## src/rtl/busgrant_pkg.sv

```systemverilog
// Package busgrant_pkg
// Shared types for the bus grant controller.
// Assumes: the grant state machine encodes four states in two bits.
package busgrant_pkg;
    typedef enum logic [1:0] {
        GS_IDLE  = 2'd0,  // CPU owns the bus
        GS_DRAIN = 2'd1,  // request seen, CPU stalled, waiting for cycle end
        GS_GRANT = 2'd2,  // pads released, acknowledge low
        GS_RETURN = 2'd3  // acknowledge high again, pads still released
    } grant_state_e;
endpackage

```

## src/rtl/busgrant_sync.sv

```systemverilog
// Module busgrant_sync
// Synchronises an asynchronous active-low request into the clk domain.
// Assumes: the input may change at any time; the output idles at 1.
module busgrant_sync #(
    parameter int STAGES = 2
) (
    input  logic clk,
    input  logic rst_n,
    input  logic async_n_i,
    output logic sync_n_o
);
    logic [STAGES-1:0] chain_q;

    // Shift the request through the synchroniser chain.
    always_ff @(posedge clk) begin
        if (!rst_n) begin
            chain_q <= '1;
        end else begin
            chain_q <= {chain_q[STAGES-2:0], async_n_i};
        end
    end

    assign sync_n_o = chain_q[STAGES-1];
endmodule

```

## src/rtl/busgrant_phase.sv

```systemverilog
// Module busgrant_phase
// Divides the oscillator by two to make the processor clock. It also
// gives a one-cycle phase strobe at which processor-phase logic may advance.
// Assumes: runs free and is never gated by the grant logic.
module busgrant_phase (
    input  logic clk,
    input  logic rst_n,
    output logic phase_o,
    output logic step_o
);
    logic phase_q;

    // Toggle the processor clock on every oscillator edge.
    always_ff @(posedge clk) begin
        if (!rst_n) begin
            phase_q <= 1'b0;
        end else begin
            phase_q <= ~phase_q;
        end
    end

    assign phase_o = phase_q;
    assign step_o  = phase_q;
endmodule

```

## src/rtl/busgrant_fsm.sv

```systemverilog
// Module busgrant_fsm
// Handshake state machine: it stalls the CPU, waits for the bus cycle to end,
// grants the bus, and on withdrawal raises acknowledge one phase before
// giving the pads back.
// Assumes: req_i is already synchronised and gated by the mode bits;
// the state only advances when step_i is high.
module busgrant_fsm
    import busgrant_pkg::*;
(
    input  logic         clk,
    input  logic         rst_n,
    input  logic         step_i,
    input  logic         req_i,
    input  logic         busy_i,
    output grant_state_e state_o
);
    grant_state_e state_q, state_d;

    // Choose the next grant state from the request and the cycle status.
    always_comb begin
        state_d = state_q;
        case (state_q)
            GS_IDLE:   if (req_i) state_d = GS_DRAIN;
            GS_DRAIN: begin
                if (!req_i)       state_d = GS_IDLE;
                else if (!busy_i) state_d = GS_GRANT;
            end
            GS_GRANT:  if (!req_i) state_d = GS_RETURN;
            GS_RETURN: state_d = GS_IDLE;
            default:   state_d = GS_IDLE;
        endcase
    end

    // Register the state once per processor phase.
    always_ff @(posedge clk) begin
        if (!rst_n) begin
            state_q <= GS_IDLE;
        end else if (step_i) begin
            state_q <= state_d;
        end
    end

    assign state_o = state_q;
endmodule

```

## src/rtl/busgrant_pads.sv

```systemverilog
// Module busgrant_pads
// Pad-side steering: it passes the CPU values through while the CPU owns the
// bus. Otherwise it turns off the address and data enables and drives the
// strobes high.
// Assumes: the address bus is split into ports of PORT_W bits each.
module busgrant_pads #(
    parameter int ADDR_W = 16,
    parameter int DATA_W = 8,
    parameter int PORT_W = 8,
    localparam int NPORT = ADDR_W / PORT_W
) (
    input  logic              own_i,
    input  logic [ADDR_W-1:0] cpu_addr_i,
    input  logic [DATA_W-1:0] cpu_data_i,
    input  logic              cpu_data_oe_i,
    input  logic              cpu_rd_n_i,
    input  logic              cpu_wr_n_i,
    output logic [ADDR_W-1:0] addr_o,
    output logic [NPORT-1:0]  addr_oe_o,
    output logic [DATA_W-1:0] data_o,
    output logic              data_oe_o,
    output logic              rd_n_o,
    output logic              wr_n_o
);
    // One enable for each address port.
    for (genvar p = 0; p < NPORT; p++) begin : g_port
        assign addr_oe_o[p] = own_i;
    end

    // Values always follow the CPU; only the enables gate the pads.
    always_comb begin
        addr_o    = cpu_addr_i;
        data_o    = cpu_data_i;
        data_oe_o = own_i & cpu_data_oe_i;
        rd_n_o    = own_i ? cpu_rd_n_i : 1'b1;
        wr_n_o    = own_i ? cpu_wr_n_i : 1'b1;
    end
endmodule

```

## src/rtl/busgrant_ctrl.sv

```systemverilog
// Module busgrant_ctrl
// Top of the bus hold handshake controller. It synchronises the request,
// gates it with the mode bits, runs the handshake state machine on
// processor phases, and steers the pads.
// Assumes: clk is the oscillator; the processor clock is clk divided by two.
module busgrant_ctrl
    import busgrant_pkg::*;
#(
    parameter int ADDR_W      = 16,
    parameter int DATA_W      = 8,
    parameter int PORT_W      = 8,
    parameter int SYNC_STAGES = 2
) (
    input  logic                       clk,
    input  logic                       rst_n,
    input  logic                       grant_en_i,
    input  logic                       ack_alt_i,
    input  logic                       req_n_i,
    input  logic                       cpu_busy_i,
    input  logic [ADDR_W-1:0]          cpu_addr_i,
    input  logic [DATA_W-1:0]          cpu_data_i,
    input  logic                       cpu_data_oe_i,
    input  logic                       cpu_rd_n_i,
    input  logic                       cpu_wr_n_i,
    output logic                       proc_clk_o,
    output logic [ADDR_W-1:0]          addr_o,
    output logic [ADDR_W/PORT_W-1:0]   addr_oe_o,
    output logic [DATA_W-1:0]          data_o,
    output logic                       data_oe_o,
    output logic                       rd_n_o,
    output logic                       wr_n_o,
    output logic                       gnt_ack_n_o,
    output logic                       cpu_stall_o
);
    logic         req_sync_n;
    logic         step;
    logic         req_live;
    logic         own;
    grant_state_e state;

    busgrant_sync #(.STAGES(SYNC_STAGES)) u_sync (
        .clk       (clk),
        .rst_n     (rst_n),
        .async_n_i (req_n_i),
        .sync_n_o  (req_sync_n)
    );

    busgrant_phase u_phase (
        .clk     (clk),
        .rst_n   (rst_n),
        .phase_o (proc_clk_o),
        .step_o  (step)
    );

    // The request counts only when the feature is on and the pin is not in its alternate use.
    assign req_live = ~req_sync_n & grant_en_i & ~ack_alt_i;

    busgrant_fsm u_fsm (
        .clk     (clk),
        .rst_n   (rst_n),
        .step_i  (step),
        .req_i   (req_live),
        .busy_i  (cpu_busy_i),
        .state_o (state)
    );

    // Decode bus ownership, acknowledge and stall from the state.
    always_comb begin
        own         = (state == GS_IDLE) || (state == GS_DRAIN);
        gnt_ack_n_o = (state != GS_GRANT);
        cpu_stall_o = (state != GS_IDLE);
    end

    busgrant_pads #(
        .ADDR_W (ADDR_W),
        .DATA_W (DATA_W),
        .PORT_W (PORT_W)
    ) u_pads (
        .own_i         (own),
        .cpu_addr_i    (cpu_addr_i),
        .cpu_data_i    (cpu_data_i),
        .cpu_data_oe_i (cpu_data_oe_i),
        .cpu_rd_n_i    (cpu_rd_n_i),
        .cpu_wr_n_i    (cpu_wr_n_i),
        .addr_o        (addr_o),
        .addr_oe_o     (addr_oe_o),
        .data_o        (data_o),
        .data_oe_o     (data_oe_o),
        .rd_n_o        (rd_n_o),
        .wr_n_o        (wr_n_o)
    );
endmodule

```

## config.mk

```make
export PLATFORM = sky130hd
export DESIGN_NAME = busgrant_ctrl
export DESIGN_NICKNAME = d
export VERILOG_FILES = /design/src/rtl/busgrant_pkg.sv /design/src/rtl/busgrant_sync.sv /design/src/rtl/busgrant_phase.sv /design/src/rtl/busgrant_fsm.sv /design/src/rtl/busgrant_pads.sv /design/src/rtl/busgrant_ctrl.sv
export SDC_FILE = /design/constraint.sdc
export NUM_CORES = 1
export LEC_CHECK = 0
export BUFFER_PORTS_ARGS = -buffer_cell sky130_fd_sc_hd__buf_2
export CORE_AREA = 2 2 41 43
export DETAILED_ROUTE_END_ITERATION = 10
export DIE_AREA = 0 0 43 45
export HOLD_SLACK_MARGIN = 0.06
export PLACE_DENSITY = 0.8
export SLEW_MARGIN = 15
export SYNTH_ARGS = -nofsm -noshare
export SYNTH_HDL_FRONTEND = slang
export SYNTH_SLANG_ARGS = --single-unit
```

## constraint.sdc

```tcl
create_clock -name clk -period 1.9 [get_ports clk]
set_input_delay 0.095 -clock clk [delete_from_list [all_inputs] [get_ports clk]]
set_output_delay 0.095 -clock clk [all_outputs]
set_load 0.1 [all_outputs]
```

==> results of run 1 <==
[per-stage QoR]
stage	cells	setup WS, ns
3_5_place_dp	58	0.5636
2_1_floorplan	52	0.1165
3_3_place_gp	58	0.5982
6_report	63	0.5273
4_1_cts	63	0.5053
5_1_grt	63	0.4204
[final cells by class]
type                            instances  area (um2)  share of cell area, %
Timing Repair Buffer                   17       90.09                  24.41
Inverter                                1       3.754                  1.017
Tap cell                               16       20.02                  5.424
Clock buffer                            4       26.28                  7.119
Sequential cell                         5       100.1                  27.12
Multi-Input combinational cell         20       128.9                  34.92
[layout by cell type (no fill, tap or decap)]
cell type	Yosys	layout
o31ai_1	1	1
nand4b_1	1	1
buf_2	0	16
nand3b_1	1	1
clkbuf_1	0	1
nand2_1	3	3
nand2b_1	3	3
or3b_4	1	1
nor2b_1	2	2
clkbuf_4	0	3
a211o_2	1	1
dlygate4sd3_1	0	1
or4_1	1	1
nor2_1	2	2
or2_2	3	3
a21boi_1	1	1
dfxtp_1	5	5
inv_1	1	1
[worst max-delay path: stages, from the launching register on]
cell and delay, ns:
dfxtp_1 0.45, or2_2 0.17, buf_2 0.42
[worst max-delay path by stage]
stage                                            start     endpoint  slack [ns]  cells after the start
after floorplan                               register    data_oe_o        0.12                      1
after detailed placement  u_sync.chain_q[1]$_SDFF_PN1_     register        0.56                      3
after global routing                          register  cpu_stall_o        0.42                      2
final                                         register  cpu_stall_o        0.53                      2
after CTS                                     register  cpu_stall_o        0.51                      2
after global placement    u_sync.chain_q[1]$_SDFF_PN1_     register        0.60                      3
[where the power goes]
group,leakage (nW),internal [mW],switching (mW)
clock,0.0150,0.0792,0.0398
sequential,0.0411,0.109,0.00233
combinational,0.110,0.0158,0.0452
total,0.166,0.204,0.0874
[logic make-up (layout without fill, tap and decap cells)]
family / count (synthesis) / after routing / share of synthesized area [%]
AOI/OAI and AO/OA: 3 / 3 / 5.849
DFF: 5 / 5 / 23.39
buffers and inverters: 27 / 22 / 46.49
and+or+nand+nor: 17 / 17 / 24.27
[per-layer routing]
layer | global-route usage [%] | part of all wire (%)
met4 | 9.091 | 2.8
met3 | 5.600 | 21
met1 | 7.561 | 40
met5 | 0 | 0
met2 | 9.091 | 36
==> summary.txt, run 1 <==
Power
  – Cell leakage power: 0.1659 nW
  – Tot Pwr: 291.3 uW
  – VDD IR max: 0.0002345 V
  – Cell area power density: 789.3 nW/um2

Clock network
  – Clock sinks: 5
  – Clock Tree Root: clkbuf_4
  – Clock transition at path regs: roughly 0.040 ns
  – TritonCTS buffer count: 3
  – Clk buf depth: 2
  – Skew-Pair Late Insertion Delay: 0.24 ns
  – Hold_buf cts: 1
  – CTS H-tree lvls: 1
  – CTS tree: built
  – Setup bufs post-CTS: 0
  – CTS resizes: 0

Route
  – Final ANT Viol Nets: 0
  – DR pass1 iterations: 2
  – Initial drt markers: 1
  – WL/cell: 10.60 um
  – DRC Markers: 0
  – Detailed Route WL: 668 um
  – DR vias/cell: 4.429
  – Via count: 279

Global route
  – GRT Total Usage: 7.563%
  – Largest net degree at the start of global routing: 10
  – Vias in the first global route: 247
  – Initial antenna violation count: 0
  – Grt ovf: 0
  – First-pass GRT wire length: 1000 um

Synth
  – Most common cell in the synthesized netlist: buf_4
  – Synth Register Bits: 5
  – Post-synth top area cell: buf_4
  – Netlist Area Pre-Place: between 400 and 500 um2
  – EDFF count, synth: 0
  – Yosys cell types: 15
  – Largest cells by area after synthesis: buf_4, dfxtp_1, nand2b_1, or2_2, nor2b_1
  – Synth top area share: between 40% and 50%
  – Synth async-reset ratio: 0%
  – Yosys Warn Count: 0
  – Synth Instances: 52
  – Mean area per synthesized cell: 8.229 um2
  – Seq/Total Area, Yosys: 23.39%
  – Mapped Nets: 85
  – Post-synth top flop: dfxtp_1
  – Most common library cells after synthesis: buf_4, dfxtp_1, nand2_1, nand2b_1, or2_2

Floorplanning
  – Core Area: around 1500 um2
  – Die ar.: between 1500 and 2000 um2
  – Die H: 45 um
  – # IOs: 65
  – Die W: 43 um
  – Initial core utilization: approximately 29%
  – Row Count: 14

STA
  – Worst hold slack: 0.09281 ns
  – Rel. slew slack: between 60% and 70%
  – Achievable Freq: around 730 MHz
  – Slew Limit Fails: 0
  – Tcrit/Tclk final: 72.25%
  – Clk_skew: 0.001469 ns
  – Final hold viol count: 0
  – Setup tns final: 0 ns
  – Tightest Pin Transition: between 0.4 and 0.5 ns
  – Unrepaired setup endpoints after global routing: no
  – Setup violators final: 0
  – Period minus WS final: approximately 1.4 ns

Run
  – Max_cap viols: 0

Setup path
  – Critical Setup Path Class: register to output pin
  – CP startpoint kind: register
  – Crit Reg-Reg Startpoint: u_sync.chain_q[1]$_SDFF_PN1_
  – FF-to-FF setup slack: about 0.57 ns
  – WP data arrival: 1.28 ns
  – Critical Path Sink Type: output pin
  – Reg2Reg Depth: 3
  – Critical Path Fanout Max: 9
  – Critical Path RT: 1.80 ns

Placed design
  – RePlAce Congestion: 0.7589
  – Dpl cell area: 332.8 um2
  – Final HPWL DP: approximately 520 um
  – Port Buffers: 16

Finish
  – Fillcell total: 173
  – NumNets Final: 81
  – Antenna Cells: 0
  – Final Instance Area: between 300 and 400 um2
  – Area Growth Syn to Fin: -13.74%
  – Ratio of cells with drive above 1 in the final layout: 51.06%
  – End-of-flow core utilization: 25.09%

Hold path
  – Worst hold stages: 2
  – Hold_sp: rst_n
  – Hold WC Path Type: input port to register
  – WHS Endpoint: u_sync.chain_q[0]$_SDFF_PN1_

Outcome
  – Status: finished, final reports clean
(Power assumes the default switching activity.)
==> run 2, diff against run 1 <==
CORE_AREA = 2 2 43 45   (was 2 2 41 43)
DIE_AREA = 0 0 45 47   (was 0 0 43 45)
PLACE_DENSITY = 0.73   (was 0.8)
clock period = 1.4 ns   (was 1.9 ns; I/O delays follow)
==> run 2 against run 1 <==
Register-to-register slack lost 0.49 ns; final cell count grew 1.6%; wire length shrank 5.4%; final area grew 15%; hold slack lost 0.020 ns; global-route usage shrank 0.86 points; via count shrank 0.72%.
==> summary.txt, run 2 (synthesized netlist as in run 1, its figures left out) <==
Outcome
  – Status: finished, final reports clean (unchanged)

Setup path
  – Critical Setup Path Class: register to register (was register to output pin)
  – CP startpoint kind: register (unchanged)
  – Critical Path Fanout Max: 4 (was 9)
  – Slowest stage cell, crit path: or4_1 (was dfxtp_1)
  – Critical Path RT: 1.57 ns (was 1.80 ns)
  – Buf+Inv Stages, Crit Path: 0 (was 1)
  – Cell family with most CP delay: simple AND/OR/NAND/NOR gates (was flip-flops)
  – Critical Path Sink Type: register (was output pin)
  – CP Cell Sequence: or3b_4, or4_1, a21boi_1 (was or2_2, buf_2)
  – CP max stage delay: 0.47 ns (was 0.45 ns)
  – WP data arrival: 1.50 ns (was 1.28 ns)

Finish
  – Most frequent cells in the layout: buf_2, dfxtp_1, nand2_1, clkbuf_4, buf_12 (was buf_2, dfxtp_1)
  – Antenna Cells: 0 (unchanged)
  – Most common cell after layout, fill and taps aside: buf_2 (unchanged)
  – Area Growth Syn to Fin: -0.8771% (was -13.74%)
  – Final Instance Area: 424.2 um2 (was 369.1 um2)
  – Ratio of cells with drive above 1 in the final layout: 57.45% (was 51.06%)
  – NumNets Final: 81 (unchanged)

Clock network
  – TritonCTS buffer count: 3 (unchanged)
  – Setup bufs post-CTS: 0 (unchanged)
  – Skew-Pair Late Insertion Delay: 0.24 ns (about the same)
  – Clk buf depth: 2 (unchanged)
  – CTS tree: built (unchanged)
  – CTS resizes: 0 (unchanged)
  – Clock sinks: 5 (unchanged)
  – Clock transition at path regs: 0.04 ns (about the same)
  – CTS H-tree lvls: 1 (unchanged)
  – Clock Tree Root: clkbuf_4 (unchanged)
  – Hold_buf cts: 1 (unchanged)

STA
  – Tightest Pin Transition: 0.4834 ns (was 0.4862 ns)
  – Achievable Freq: 756.3 MHz
  – Worst hold slack: 0.07296 ns (was 0.09281 ns)
  – Final hold viol count: 0 (unchanged)
  – Slew Limit Fails: 0 (unchanged)
  – Rel. slew slack: 67.99% (was 67.81%)
  – Unrepaired setup endpoints after global routing: no (unchanged)
  – Setup violators final: 0 (unchanged)
  – Period minus WS final: 1.322 ns
  – Clk_skew: 0.003587 ns (was 0.001469 ns)
  – Setup tns final: 0 ns (unchanged)
  – Tcrit/Tclk final: between 90% and 100%

Power
  – Tot Pwr: 408.5 uW (was 291.3 uW)
  – Sequential power share: 37.1% (was 38.2%)
  – Cell area power density: 963.1 nW/um2 (was 789.3 nW/um2)
  – Sw Ratio: 29.42% (was 29.99%)
  – Int Power: 288.3 uW (was 204.0 uW)
  – Clock Power Share: 39.5% (was 40.8%)
  – VDD IR max: 0.0007280 V (was 0.0002345 V)
  – Comb pwr share: 23.4% (was 20.9%)
  – Net Switching: 120.2 uW (was 87.37 uW)
  – Cell leakage power: 0.1798 nW (was 0.1659 nW)

Global route
  – Vias in the first global route: 244 (was 247)
  – Grt ovf: 0 (unchanged)
  – Largest net degree at the start of global routing: 10 (unchanged)
  – GRT Total Usage: 6.699% (was 7.563%)
  – Initial antenna violation count: 0 (unchanged)
  – First-pass GRT wire length: 931 um (was 1000 um)

Placed design
  – Dpl cell area: 387.9 um2 (was 332.8 um2)
  – RePlAce Congestion: 0.7556 (was 0.7589)
  – Port Buffers: 16 (unchanged)

Floorplanning
  – Row Count: 15 (was 14)
  – Die H: 47 um (was 45 um)
  – Initial core utilization: 25.91% (was 29.08%)
  – # IOs: 65 (unchanged)
  – Die W: 45 um (was 43 um)
  – Core Area: 1652 um2 (was 1471 um2)
  – Die ar.: 2115 um2 (was 1935 um2)

Route
  – DR vias/cell: 4.328 (was 4.429)
  – WL/cell: 9.875 um (was 10.60 um)
  – Final ANT Viol Nets: 0 (unchanged)
  – Initial drt markers: 4 (was 1)
  – Via count: 277 (was 279)
  – DRC Markers: 0 (unchanged)
  – Detailed Route WL: 632 um (was 668 um)
  – DR pass1 iterations: 2 (unchanged)

Hold path
  – Hold WC Path Type: input port to register (unchanged)

Run
  – Max_cap viols: 0 (unchanged)
run 2: cell counts in the layout (fill, tap and decap cells not counted):
No cell type changed its count.
run 2: path summary, 6_finish.rpt:
kind / slack, ns / from / cells after the start / end
worst max-delay path: 0.08 / u_sync.chain_q[1]$_SDFF_PN1_ / 3 / register
worst min-delay path: 0.07 / rst_n / 2 / u_sync.chain_q[0]$_SDFF_PN1_
worst max register to register: 0.08 / u_sync.chain_q[1]$_SDFF_PN1_ / 3 / register
worst min register to register: 0.41 / u_sync.chain_q[0]$_SDFF_PN1_ / 1 / u_sync.chain_q[1]$_SDFF_PN1_
run 2: stage by stage:
step                      instances  worst slack [ns]  util [%]
after floorplan                  52           0.02291         -
after global placement           59           0.09836     23.48
after detailed placement         59           0.08460     23.48
after CTS                        64           0.07529     25.68
after global routing             64           0.05536     25.68
final                            64           0.07778     25.68
run 2: layer usage:
layer / GRT usage [%] / vias to the layer above / wire [um]
met2: 9.143 / 31 / 255
met5: 0 / - / 0
li1: - / 131 / -
met4: 4.118 / 0 / 0
met1: 5.760 / 115 / 240
met3: 7.692 / 0 / 136
run 2: power groups by stage:
stage | Clock (mW) | Combinational (mW) | Sequential [mW]
6_report | 0.161 | 0.0956 | 0.152
5_1_grt | 0.187 | 0.0989 | 0.152
4_1_cts | 0.169 | 0.0962 | 0.152
3_5_place_dp | 0 | 0.0938 | 0.154
3_3_place_gp | 0 | 0.0931 | 0.154
2_1_floorplan | 0 | 0.370 | 0.168
run 2: cell type report:
cell class,count,area [um2]
clock buffer,4,26.28
fill,175,1227
inverter,1,3.754
multi-input combinational,20,136.4
sequential,5,101.3
tap,17,21.27
timing repair buffer,17,135.1
==> run 3, diff against run 2 <==
ABC_AREA = 1   (was unset)
PLACE_DENSITY = 0.75   (was 0.73)
==> run 3 against run 2 <==
Die area unchanged; sequential share of layout area down 1.5 points; sequential power about the same; clock power about the same; largest cell class unchanged; synthesized area up 7.0%; largest power group unchanged.
==> summary.txt, run 3 <==
Synth
  – Yosys Warn Count: 0 (unchanged)
  – Synth Instances: 63 (was 52)
  – Mean area per synthesized cell: 7.269 um2 (was 8.229 um2)
  – Synth Register Bits: 5 (unchanged)
  – Most common cell in the synthesized netlist: buf_4 (unchanged)
  – Post-synth top area cell: buf_4 (unchanged)
  – Netlist Area Pre-Place: 457.9 um2 (was 427.9 um2)
  – Post-synth top flop: dfxtp_1 (unchanged)
  – Yosys cell types: 14 (was 15)
  – Synth top area share: 42.62% (was 45.61%)
  – Most common library cells after synthesis: buf_4, inv_1, nand2_1, dfxtp_1, nor2_1 (was buf_4, dfxtp_1, nand2_1, nand2b_1, or2_2)
  – Synth async-reset ratio: 0% (unchanged)
  – Largest cells by area after synthesis: buf_4, dfxtp_1, inv_1, nand2_1, nand3_2 (was buf_4, dfxtp_1, nand2b_1, or2_2, nor2b_1)
  – Seq/Total Area, Yosys: 21.86% (was 23.39%)
  – EDFF count, synth: 0 (unchanged)
  – Mapped Nets: 96 (was 85)

Hold path
  – Hold WC Path Type: input port to register (unchanged)
  – Hold_sp: cpu_busy_i (was rst_n)
  – Worst hold stages: 4 (was 2)

Finish
  – Fillcell total: 186 (was 175)
  – Most frequent cells in the layout: buf_2, inv_1 (was buf_2, dfxtp_1, nand2_1, clkbuf_4, buf_12)
  – Ratio of cells with drive above 1 in the final layout: 50.85% (was 57.45%)
  – Antenna Cells: 0 (unchanged)
  – Area Growth Syn to Fin: -1.366% (was -0.8771%)
  – Final cell count without fillers: 76 (was 64)
  – NumNets Final: 93 (was 81)
  – Most common cell after layout, fill and taps aside: buf_2 (unchanged)

Clock network
  – Clock Tree Root: clkbuf_4 (unchanged)
  – CTS tree: built (unchanged)
  – Clock sinks: 5 (unchanged)
  – Clock transition at path regs: 0.04 ns (about the same)
  – TritonCTS buffer count: 3 (unchanged)
  – Setup bufs post-CTS: 0 (unchanged)
  – CTS H-tree lvls: 1 (unchanged)
  – Clk buf depth: 2 (unchanged)
  – Skew-Pair Late Insertion Delay: 0.24 ns (about the same)

Route
  – DR pass1 iterations: 2 (unchanged)
  – Via count: 310 (was 277)
  – DRC Markers: 0 (unchanged)
  – Final ANT Viol Nets: 0 (unchanged)
  – DR vias/cell: 4.079 (was 4.328)
  – Detailed Route WL: 777 um (was 632 um)
  – Initial drt markers: 4 (unchanged)
  – WL/cell: 10.22 um (was 9.875 um)

Placed design
  – Port Buffers: 16 (unchanged)
  – Final HPWL DP: 635.6 um
  – Placed Cells: 70 (was 59)
  – RePlAce Congestion: 0.6751 (was 0.7556)

Setup path
  – WP data arrival: 1.17 ns (was 1.50 ns)
  – Critical Path Fanout Max: 5 (was 4)
  – CP max stage delay: 0.42 ns (was 0.47 ns)
  – Reg2Reg Depth: 7 (was 3)
  – CP Cell Sequence: inv_1, nand2_2, buf_2 (was or3b_4, or4_1, a21boi_1)
  – CP startpoint kind: register (unchanged)
  – Crit Reg-Reg Startpoint: u_fsm.state_o[0]$_SDFFE_PN0P_ (was u_sync.chain_q[1]$_SDFF_PN1_)
  – FF-to-FF setup slack: 0.37 ns (was 0.08 ns)
  – Slowest stage cell, crit path: buf_2 (was or4_1)
  – Critical Setup Path Class: register to output pin (was register to register)
  – Reg-to-reg endpoint: u_fsm.state_o[0]$_SDFFE_PN0P_
  – Critical Path Sink Type: output pin (was register)
  – Critical Path RT: 1.33 ns (was 1.57 ns)

STA
  – Slew Limit Fails: 0 (unchanged)
  – Setup tns final: 0 ns (unchanged)
  – Rel. slew slack: 67.66% (was 67.99%)
  – Tightest Pin Transition: 0.4885 ns (was 0.4834 ns)
  – Tcrit/Tclk final: 88.36% (was 94.44%)
  – Achievable Freq: 808.4 MHz (was 756.3 MHz)
  – Period minus WS final: 1.237 ns (was 1.322 ns)
  – Clk_skew: 0.002159 ns (was 0.003587 ns)
  – Final hold viol count: 0 (unchanged)
  – Setup violators final: 0 (unchanged)
  – Unrepaired setup endpoints after global routing: no (unchanged)

Floorplanning
  – Die W: 45 um (unchanged)
  – Core Area: 1652 um2 (unchanged)
  – Die H: 47 um (unchanged)
  – Initial core utilization: 27.73% (was 25.91%)
  – Die ar.: 2115 um2 (unchanged)
  – Row Count: 15 (unchanged)
  – # IOs: 65 (unchanged)

Power
  – Comb pwr share: 24.9% (was 23.4%)
  – Clock Power Share: 38.7% (was 39.5%)
  – Cell leakage power: 0.2108 nW (was 0.1798 nW)
  – Cell area power density: 932.5 nW/um2 (was 963.1 nW/um2)
  – VDD IR max: 0.0003426 V (was 0.0007280 V)
  – Sequential power share: 36.4% (was 37.1%)
  – Sw Ratio: 31.28% (was 29.42%)
  – Int Power: 289.4 uW (was 288.3 uW)
  – Net Switching: 131.7 uW (was 120.2 uW)

Global route
  – Initial antenna violation count: 0 (unchanged)
  – First-pass GRT wire length: 1166 um (was 931 um)
  – GRT Total Usage: 7.981% (was 6.699%)
  – Largest net degree at the start of global routing: 8 (was 10)
  – Vias in the first global route: 275 (was 244)
  – Grt ovf: 0 (unchanged)

Run
  – Max_cap viols: 0 (unchanged)

Outcome
  – Status: finished, final reports clean (unchanged)
-- run 3: layout make-up --
type | count | area [um2] | share of cell area [%]
Multi-Input combinational cell | 24 | 140.1 | 31.02
Timing Repair Buffer | 18 | 132.6 | 29.36
Sequential cell | 5 | 101.3 | 22.44
Inverter | 8 | 30.03 | 6.648
Clock buffer | 4 | 26.28 | 5.817
Tap cell | 17 | 21.27 | 4.709
-- run 3: power groups by stage --
stage	sequential, mW	combinational, mW	clock [mW]
after floorplan	0.170	0.376	0
after global placement	0.156	0.101	0
after detailed placement	0.156	0.101	0
after CTS	0.153	0.106	0.173
after global routing	0.154	0.111	0.184
final	0.153	0.105	0.163
-- run 3: timing repair --
item / CTS / global route
resized for setup: 0 / 1
hold buffers: 2 / 0
endpoints found under the setup margin: 0 / 1
hold endpoints to repair: 2 / 0
-- run 3: how the worst max path moves through the flow --
stage | start | to | cells past startpoint
4_1_cts | register | cpu_stall_o | 3
5_1_grt | register | cpu_stall_o | 3
2_1_floorplan | register | u_fsm.state_o[0]$_SDFFE_PN0P_ | 8
6_report | u_fsm.state_o[0]$_SDFFE_PN0P_ | gnt_ack_n_o | 3
3_3_place_gp | register | cpu_stall_o | 3
3_5_place_dp | register | cpu_stall_o | 3
-- run 3: metal layers --
layer	vias to the layer above	track usage (%)	wire [um]
li1	158	-	-
met1	118	8.314	276
met2	24	10.00	334
met3	10	6.538	125
met4	0	7.059	40
met5	-	0	0
-- run 3: per-stage QoR --
step                      total power, mW  cell area, um2  hold slack (ns)  utilization (%)  setup slack (ns)
after floorplan                    0.5456           466.7           0.1766                -           0.02076
after global placement             0.2568           402.9           0.1407            24.39            0.3646
after detailed placement           0.2570           402.9           0.1407            24.39            0.3322
after CTS                          0.4315           449.2           0.1300            27.20           0.06965
after global routing               0.4484           451.7           0.1402            27.35           0.08737
final                              0.4212           451.7           0.1362            27.35            0.1630
-- run 3: worst max-delay path, delay by kind of cell (launching register included) --
family / cells / cell delay [ns]
buffers and inverters: 2 / 0.52
AND/OR/NAND/NOR: 1 / 0.09
flip-flops: 1 / 0.32
-- run 3: kinds of logic (layout without fill, tap and decap cells) --
| family | count (synthesis) | in the layout | share of synthesized area (%) |
|---|---|---|---|
| buffers and inverters | 34 | 30 | 49.18 |
| AND/OR/NAND/NOR | 22 | 22 | 26.78 |
| AO/OA/AOI/OAI | 2 | 2 | 2.184 |
| flip-flops | 5 | 5 | 21.86 |
